File: config.mk
export PLATFORM = sky130hd
export DESIGN_NAME = irq_vec_ctrl
export DESIGN_NICKNAME = d
export VERILOG_FILES = /design/src/rtl/irq_vec_pkg.sv /design/src/rtl/irq_regs.sv /design/src/rtl/irq_pick.sv /design/src/rtl/irq_insvc.sv /design/src/rtl/irq_vec_ctrl.sv
export SDC_FILE = /design/constraint.sdc
export NUM_CORES = 1
export LEC_CHECK = 0
export BUFFER_PORTS_ARGS = -buffer_cell sky130_fd_sc_hd__buf_2
export CAP_MARGIN = 20
export CORE_MARGIN = 4
export CORE_UTILIZATION = 28
export CTS_BUF_LIST = sky130_fd_sc_hd__clkbuf_16
export DETAILED_ROUTE_END_ITERATION = 6
export PLACE_DENSITY = 0.54
export SLEW_MARGIN = 20
export SYNTH_ARGS = -nofsm -noshare
export SYNTH_HDL_FRONTEND = slang
export SYNTH_SLANG_ARGS = --single-unit
File: constraint.sdc
create_clock -name clk -period 1.6 [get_ports clk]
set_input_delay 0.16 -clock clk [delete_from_list [all_inputs] [get_ports clk]]
set_output_delay 0.16 -clock clk [all_outputs]
set_load 0.1 [all_outputs]
File: src/rtl/irq_vec_pkg.sv
// Package: shared parameters and helpers for the interrupt vector controller.
// Assumes sources are indexed in their fixed service order, index 0 first.
package irq_vec_pkg;
    localparam int N_SRC      = 8;
    localparam int IDX_W      = $clog2(N_SRC);
    localparam int DW         = 8;
    localparam int VEC_BASE   = 3;
    localparam int VEC_STRIDE = 8;
    localparam int GEN_BIT    = 7;
    localparam int HDLC_IDX   = 7;

    typedef logic [IDX_W-1:0] src_idx_t;

    typedef struct packed {
        logic     valid;
        src_idx_t idx;
    } pick_t;

    // Vector address of a source index.
    function automatic logic [DW-1:0] vec_of(input src_idx_t idx);
        return DW'(VEC_BASE + VEC_STRIDE * int'(idx));
    endfunction
endpackage

File: src/rtl/irq_regs.sv
// Module: software-visible mask and level registers.
// Assumes one write per cycle; read data is combinational from reg_sel.
module irq_regs
    import irq_vec_pkg::*;
(
    input  logic          clk,
    input  logic          rst_n,
    input  logic          wr,
    input  logic          sel,
    input  logic [DW-1:0] wdata,
    output logic [DW-1:0] rdata,
    output logic [DW-1:0] mask_q,
    output logic [DW-1:0] level_q
);
    // Register update on write strobe.
    always_ff @(posedge clk) begin
        if (!rst_n) begin
            mask_q  <= '0;
            level_q <= '0;
        end else if (wr) begin
            if (sel) level_q <= wdata;
            else     mask_q  <= wdata;
        end
    end

    // Read multiplexer.
    always_comb rdata = sel ? level_q : mask_q;
endmodule

File: src/rtl/irq_pick.sv
// Module: fixed-order picker, returns the lowest set index of a request vector.
// Assumes N requests; valid is 0 when no bit is set.
module irq_pick
    import irq_vec_pkg::*;
#(
    parameter int N = N_SRC
) (
    input  logic [N-1:0] req,
    output pick_t        pick
);
    // Scan from highest index down so the lowest set index is kept.
    always_comb begin
        pick = '0;
        for (int i = N - 1; i >= 0; i--) begin
            if (req[i]) begin
                pick.valid = 1'b1;
                pick.idx   = src_idx_t'(i);
            end
        end
    end
endmodule

File: src/rtl/irq_insvc.sv
// Module: in-service tracker for the two priority levels.
// Assumes reti is applied before a same-cycle acknowledge takes effect.
module irq_insvc (
    input  logic       clk,
    input  logic       rst_n,
    input  logic       grant,
    input  logic       grant_lvl,
    input  logic       ack,
    input  logic       reti,
    output logic [1:0] insvc_q
);
    logic [1:0] insvc_d;

    // Next-state: return clears the topmost active level, then acknowledge sets.
    always_comb begin
        insvc_d = insvc_q;
        if (reti) begin
            if (insvc_q[1]) insvc_d[1] = 1'b0;
            else            insvc_d[0] = 1'b0;
        end
        if (ack && grant) insvc_d[grant_lvl] = 1'b1;
    end

    // State register.
    always_ff @(posedge clk) begin
        if (!rst_n) insvc_q <= '0;
        else        insvc_q <= insvc_d;
    end
endmodule

File: src/rtl/irq_vec_ctrl.sv
// Module: two-level prioritized interrupt vector controller, eight sources.
// Assumes request flags are held by the peripherals until serviced; grant,
// vector and level are combinational from registers and current inputs.
module irq_vec_ctrl
    import irq_vec_pkg::*;
(
    input  logic          clk,
    input  logic          rst_n,
    input  logic          reg_wr,
    input  logic          reg_sel,
    input  logic [7:0]    reg_wdata,
    output logic [7:0]    reg_rdata,
    input  logic [7:0]    req_flags,
    input  logic          hdlc_en,
    input  logic          ack,
    input  logic          reti,
    output logic          irq,
    output logic [7:0]    vector,
    output logic          irq_level
);
    logic [DW-1:0]    mask_q, level_q;
    logic [N_SRC-1:0] src_en, eligible, hi_req, lo_req;
    logic [1:0]       insvc_q;
    pick_t            hi_pick, lo_pick;
    logic             take_hi, take_lo;
    src_idx_t         win_idx;

    irq_regs u_regs (
        .clk(clk), .rst_n(rst_n), .wr(reg_wr), .sel(reg_sel),
        .wdata(reg_wdata), .rdata(reg_rdata),
        .mask_q(mask_q), .level_q(level_q)
    );

    // Per-source enables: HDLC takes its own mask, the rest map one-for-one.
    genvar g;
    generate
        for (g = 0; g < N_SRC; g++) begin : g_en
            if (g == HDLC_IDX) begin : g_hdlc
                assign src_en[g] = hdlc_en;
            end else begin : g_std
                assign src_en[g] = mask_q[g];
            end
        end
    endgenerate

    // Eligible requests split by level.
    always_comb begin
        eligible = req_flags & src_en & {N_SRC{mask_q[GEN_BIT]}};
        hi_req   = eligible & level_q;
        lo_req   = eligible & ~level_q;
    end

    irq_pick #(.N(N_SRC)) u_pick_hi (.req(hi_req), .pick(hi_pick));
    irq_pick #(.N(N_SRC)) u_pick_lo (.req(lo_req), .pick(lo_pick));

    // Level arbitration against what is in service.
    always_comb begin
        take_hi   = hi_pick.valid && !insvc_q[1];
        take_lo   = !take_hi && lo_pick.valid && (insvc_q == 2'b00);
        win_idx   = take_hi ? hi_pick.idx : lo_pick.idx;
        irq       = take_hi || take_lo;
        irq_level = take_hi;
        vector    = irq ? vec_of(win_idx) : '0;
    end

    irq_insvc u_insvc (
        .clk(clk), .rst_n(rst_n), .grant(irq), .grant_lvl(irq_level),
        .ack(ack), .reti(reti), .insvc_q(insvc_q)
    );
endmodule

# [After elaboration in Yosys (flattened, before gate mapping)]
# Index checks and enable logic that the tools add are counted.
[totals] input_bits=23 ff_bits=18 word_cells=48
[classes] n_mux=24 n_addsub=1 reduce_logical=11 n_lt_le_gt_ge=2 bitwise_logic=7
[ops] op="$mux W4" n=16
[ops] op="$and A8 B8 Y8" n=4
[ops] op="$mux W8" n=1
[ops] op="$not A8 Y8" n=1
[ops] op="$add A2 B6 Y7 const A" n=1
[ops] op="$mux W7" n=1
[ops] op="$logic_and A1 B1 Y1" n=5
[ops] op="$mux W2" n=2
[ops] op="$reduce_and A2 Y1" n=2
[ops] op="$mux W3" n=1
[ops] op="$logic_not A1 Y1" n=2
[ops] op="$logic_not A2 Y1" n=1
[ops] op="$lt A1 B2 Y1 const B" n=1
[ops] op="$mux W1" n=2
[ops] op="$or A2 B2 Y2" n=1
[ops] op="$demux W1 S1" n=1
[ops] op="$ge A1 B1 Y1 const B" n=1
[ops] op="$logic_or A1 B1 Y1" n=1
[ops] op="$not A1 Y1" n=1

# [Logic depth before layout (Yosys ltp)]
[depth] ltp_word=18 mapped_depth=7 mapped_depth_nobuf=5

# [Hierarchy]
# Synthesis repeated with hierarchy kept, for this count alone.
[unflattened] cells_unflattened=162 area_unflattened_um2=1234.9
[modules_own_cells] mod="irq_regs" n_inst=1 area_each_um2=733.2 cells_each=73
[modules_own_cells] mod="irq_vec_ctrl" n_inst=1 area_each_um2=255.2 cells_each=52
[modules_own_cells] mod="irq_pick" n_inst=2 area_each_um2=82.6 cells_each=14
[modules_own_cells] mod="irq_insvc" n_inst=1 area_each_um2=81.3 cells_each=9

# [Worst setup path after synthesis]
# No wires, ideal clock.
[synth_timing] path_kind="register to output" startpoint="register u_regs.mask_q[7]" endpoint="output vector[3]" t_arrival_ns=2.566 path_stages_with_launch=7 slack_ns=-1.126 cell_sequence="dfxtp_1 -> buf_6 -> and4b_2 -> nor4_4 -> a211oi_2 -> nand2_2 -> o22ai_1"
[synth_via] elab_chain_len=16 elab_cells_between_ends=27
[synth_lines] item="start, declared" line_no="irq_regs.sv:12" source="output logic [DW-1:0] mask_q,"
[synth_lines] item="start signal, assigned" line_no="irq_regs.sv:22" source="else mask_q <= wdata;"
[synth_lines] item="$and A8 B8 Y8 *" line_no="irq_vec_ctrl.sv:48" source="eligible = req_flags & src_en & {N_SRC{mask_q[GEN_BIT]}};"
[synth_lines] item="parallel branches: the longest is 14 deep, another holds $add A2 B6 Y7"
[synth_lines] item="$mux W7 *" line_no="irq_vec_ctrl.sv:63" source="vector = irq ? vec_of(win_idx) : '0;"
[synth_lines] item="end, declared" line_no="irq_vec_ctrl.sv:18" source="output logic [7:0] vector,"
# Mark *: on every way between the ends.

# [Worst setup path in the final report]
# Same ends and word-level chain as after synthesis.

==> metrics.cfg <==
[logic_synthesis]
synthesis.area_um2=1270
seq_area_frac_synth_pct=28.3
ys_ff_latch=18
syn_inst=138
yosysUniqueCellTypes=39
avgSynthCellArea_um2=9.22
yosys_warnings=0

[global_route]
grt_pass1_wl_um=6100
grt_util_all_layers_pct=14.1
grt_max_degree=20
grt_pass1_vias=1249
grt_overflow_total=0
antenna_found_initial=0

[clocking]
h-tree-depth=1
clk_pin_slew_ns=0.05
cts_tree=yes
clock_latency_ns=0.25
clk_path_buf_depth=2
cts_sinks=18
cts-root-buf=clkbuf_16
numCtsBuffers=3

[finish]
fin_nets=229
seq_area_um2=364
final_common_cell=buf_4
multi_input_area_um2=910
syn2layout_area_growth_pct=57.7
utilization_pct=45.8
design_area_um2=2010
antenna_cells=0
mostFrequentLayoutCells=buf_4, buf_2, dfxtp_1, nand2_1, nor2b_1
nFillCells=420
instances_no_fill=257
layout-drive-gt1-share_pct=52.2

[sta]
finClkSkew_ns=0.00163
rsz0062_at_grt=true
fin_ws_ns=-0.459
hold_viol_final=0
setup_viol=7
hold_ws_ns=0.172
fmax_mhz=486
post-route-min-period_ns=2.06
finalMaxSlewViolations=0
period_share_pct=129

[placed_design]
dpl_cell_area_um2=1850
place_congestion=0.955
port-buffer-count=37
place_inst=247
dp_hpwl_um=3010

[floorplanning]
initial_utilization_pct=29.0
dieWidth_um=75.4
die_h_um=75.4
rows=24
pin_count=41
core_area_um2=4380
fp.dieArea_um2=5690

[run]
cap_violations=0

[setup_path]
crit_path_end_kind=output pin
crit_type=reg2out
cp.required_ns=1.44
crit_path_max_fanout=18
worstPathArrival_ns=1.90
startpoint_type=flip-flop

[routing]
drc=0
ant_nets=0
drt_pre_antenna_iters=4
wirelength_um=3780
via_per_inst=5.01
drtIter0Drc=52
wl_per_cell_um=14.7
via_count=1288

[pwr]
irDropWorstVdd_mv=0.416
p_leak_nw=0.894
pwr_density_cell_nw_per_um2=685

[worst_hold_path]
hp-class=in2reg

[outcome]
failed_checks=negative setup slack
outcome=finished with violations

==> cell families (layout without fill, tap and decap cells) <==
group / after synthesis / count (layout) / synth area share, %
and+or+nand+nor: 64 / 64 / 34.9
AOI/OAI and AO/OA: 25 / 25 / 15.7
DFF: 18 / 18 / 28.3
muxes: 16 / 16 / 13.4
buffers and inverters: 14 / 79 / 7.37
other: 1 / 3 / 0.295
==> routing by layer <==
layer,up-vias,routed length [um],GRT usage (%)
met5,-,0,0
met4,0,14,2.33
met3,2,194,3.43
met2,35,1950,24.5
met1,609,1620,17.8
li1,642,-,-
==> Yosys cell counts (all sizes together) <==
| cell type | number | area [um2] |
|---|---|---|
| nor4 | 2 | 42.5 |
| and4b | 8 | 92.6 |
| nand2 | 17 | 66.3 |
| o22ai | 1 | 6.26 |
| a211o | 1 | 8.76 |
| nor2b | 9 | 56.3 |
| a41oi | 2 | 32.5 |
| mux2i | 8 | 80.1 |
| a21boi | 9 | 67.6 |
| a21oi | 3 | 15.0 |
| buf | 11 | 82.6 |
| o211ai | 1 | 7.51 |
| nand4 | 8 | 62.6 |
| inv | 2 | 7.51 |
| clkbuf | 1 | 3.75 |
| nand2b | 4 | 25.0 |
| nand3 | 8 | 40.0 |
| nor2 | 5 | 26.3 |
| conb | 1 | 3.75 |
| o32ai | 1 | 16.3 |
| a31oi | 1 | 6.26 |
| nor4b | 1 | 15.0 |
| a211oi | 1 | 12.5 |
| o31ai | 1 | 7.51 |
| mux2 | 8 | 90.1 |
| dfxtp | 18 | 360 |
| nand4b | 2 | 17.5 |
| o21ai | 4 | 20.0 |
==> worst paths after layout <==
check,from,endpoint,slack [ns],depth (start not counted)
worst max-delay path,u_regs.mask_q[7],vector[3],-0.46,6
worst min-delay path,ack,u_insvc.insvc_q[0],0.17,3
worst max register to register,u_regs.mask_q[7],u_insvc.insvc_q[0],0.02,6
worst min register to register,u_regs.level_q[3],u_regs.level_q[3],0.51,2
==> through the flow <==
| step | power (mW) | setup WS [ns] | TNS [ns] |
|---|---|---|---|
| 3_5_place_dp | 0.872 | -0.275 | -1.60 |
| 3_3_place_gp | 0.865 | -0.223 | -1.35 |
| 2_1_floorplan | 0.756 | -0.502 | -2.36 |
| 6_report | 1.37 | -0.459 | -2.83 |
| 4_1_cts | 1.39 | -0.442 | -2.78 |
| 5_1_grt | 1.43 | -0.540 | -3.37 |
==> flip-flops by register name (all words and copies together) (netlist names) <==
register / cells
u_regs.level_q: 8
u_regs.mask_q: 8
u_insvc.insvc_q: 2
==> report_power, final <==
| part | total [mW] | internal [mW] | switching, mW |
|---|---|---|---|
| Clock | 0.501 | 0.332 | 0.169 |
| Combinational | 0.384 | 0.134 | 0.251 |
| Sequential | 0.489 | 0.468 | 0.0212 |
==> timing repair <==
action,4_1_cts,5_1_grt
resized for setup,6,4
pin swaps,2,0
setup buffers,3,3
setup endpoints to repair,8,8
hold buffers,0,0
==> cell type report <==
| type | count | share of cell area [%] |
|---|---|---|
| Clock buffer | 3 | 3.74 |
| Clock inverter | 1 | 0.187 |
| Inverter | 2 | 0.499 |
| Multi-Input combinational cell | 108 | 45.3 |
| Sequential cell | 18 | 18.1 |
| Tap cell | 52 | 3.24 |
| Timing Repair Buffer | 73 | 28.9 |
==> worst max-delay path, cell delays in order (launching register included) <==
cell and delay (ns):
dfxtp_4 0.44, and4b_2 0.30, nor4_4 0.07, a211oi_2 0.29, nand2_2 0.15, o22ai_4 0.21
buf_12 0.20
Power figures use the tool's default switching activity.
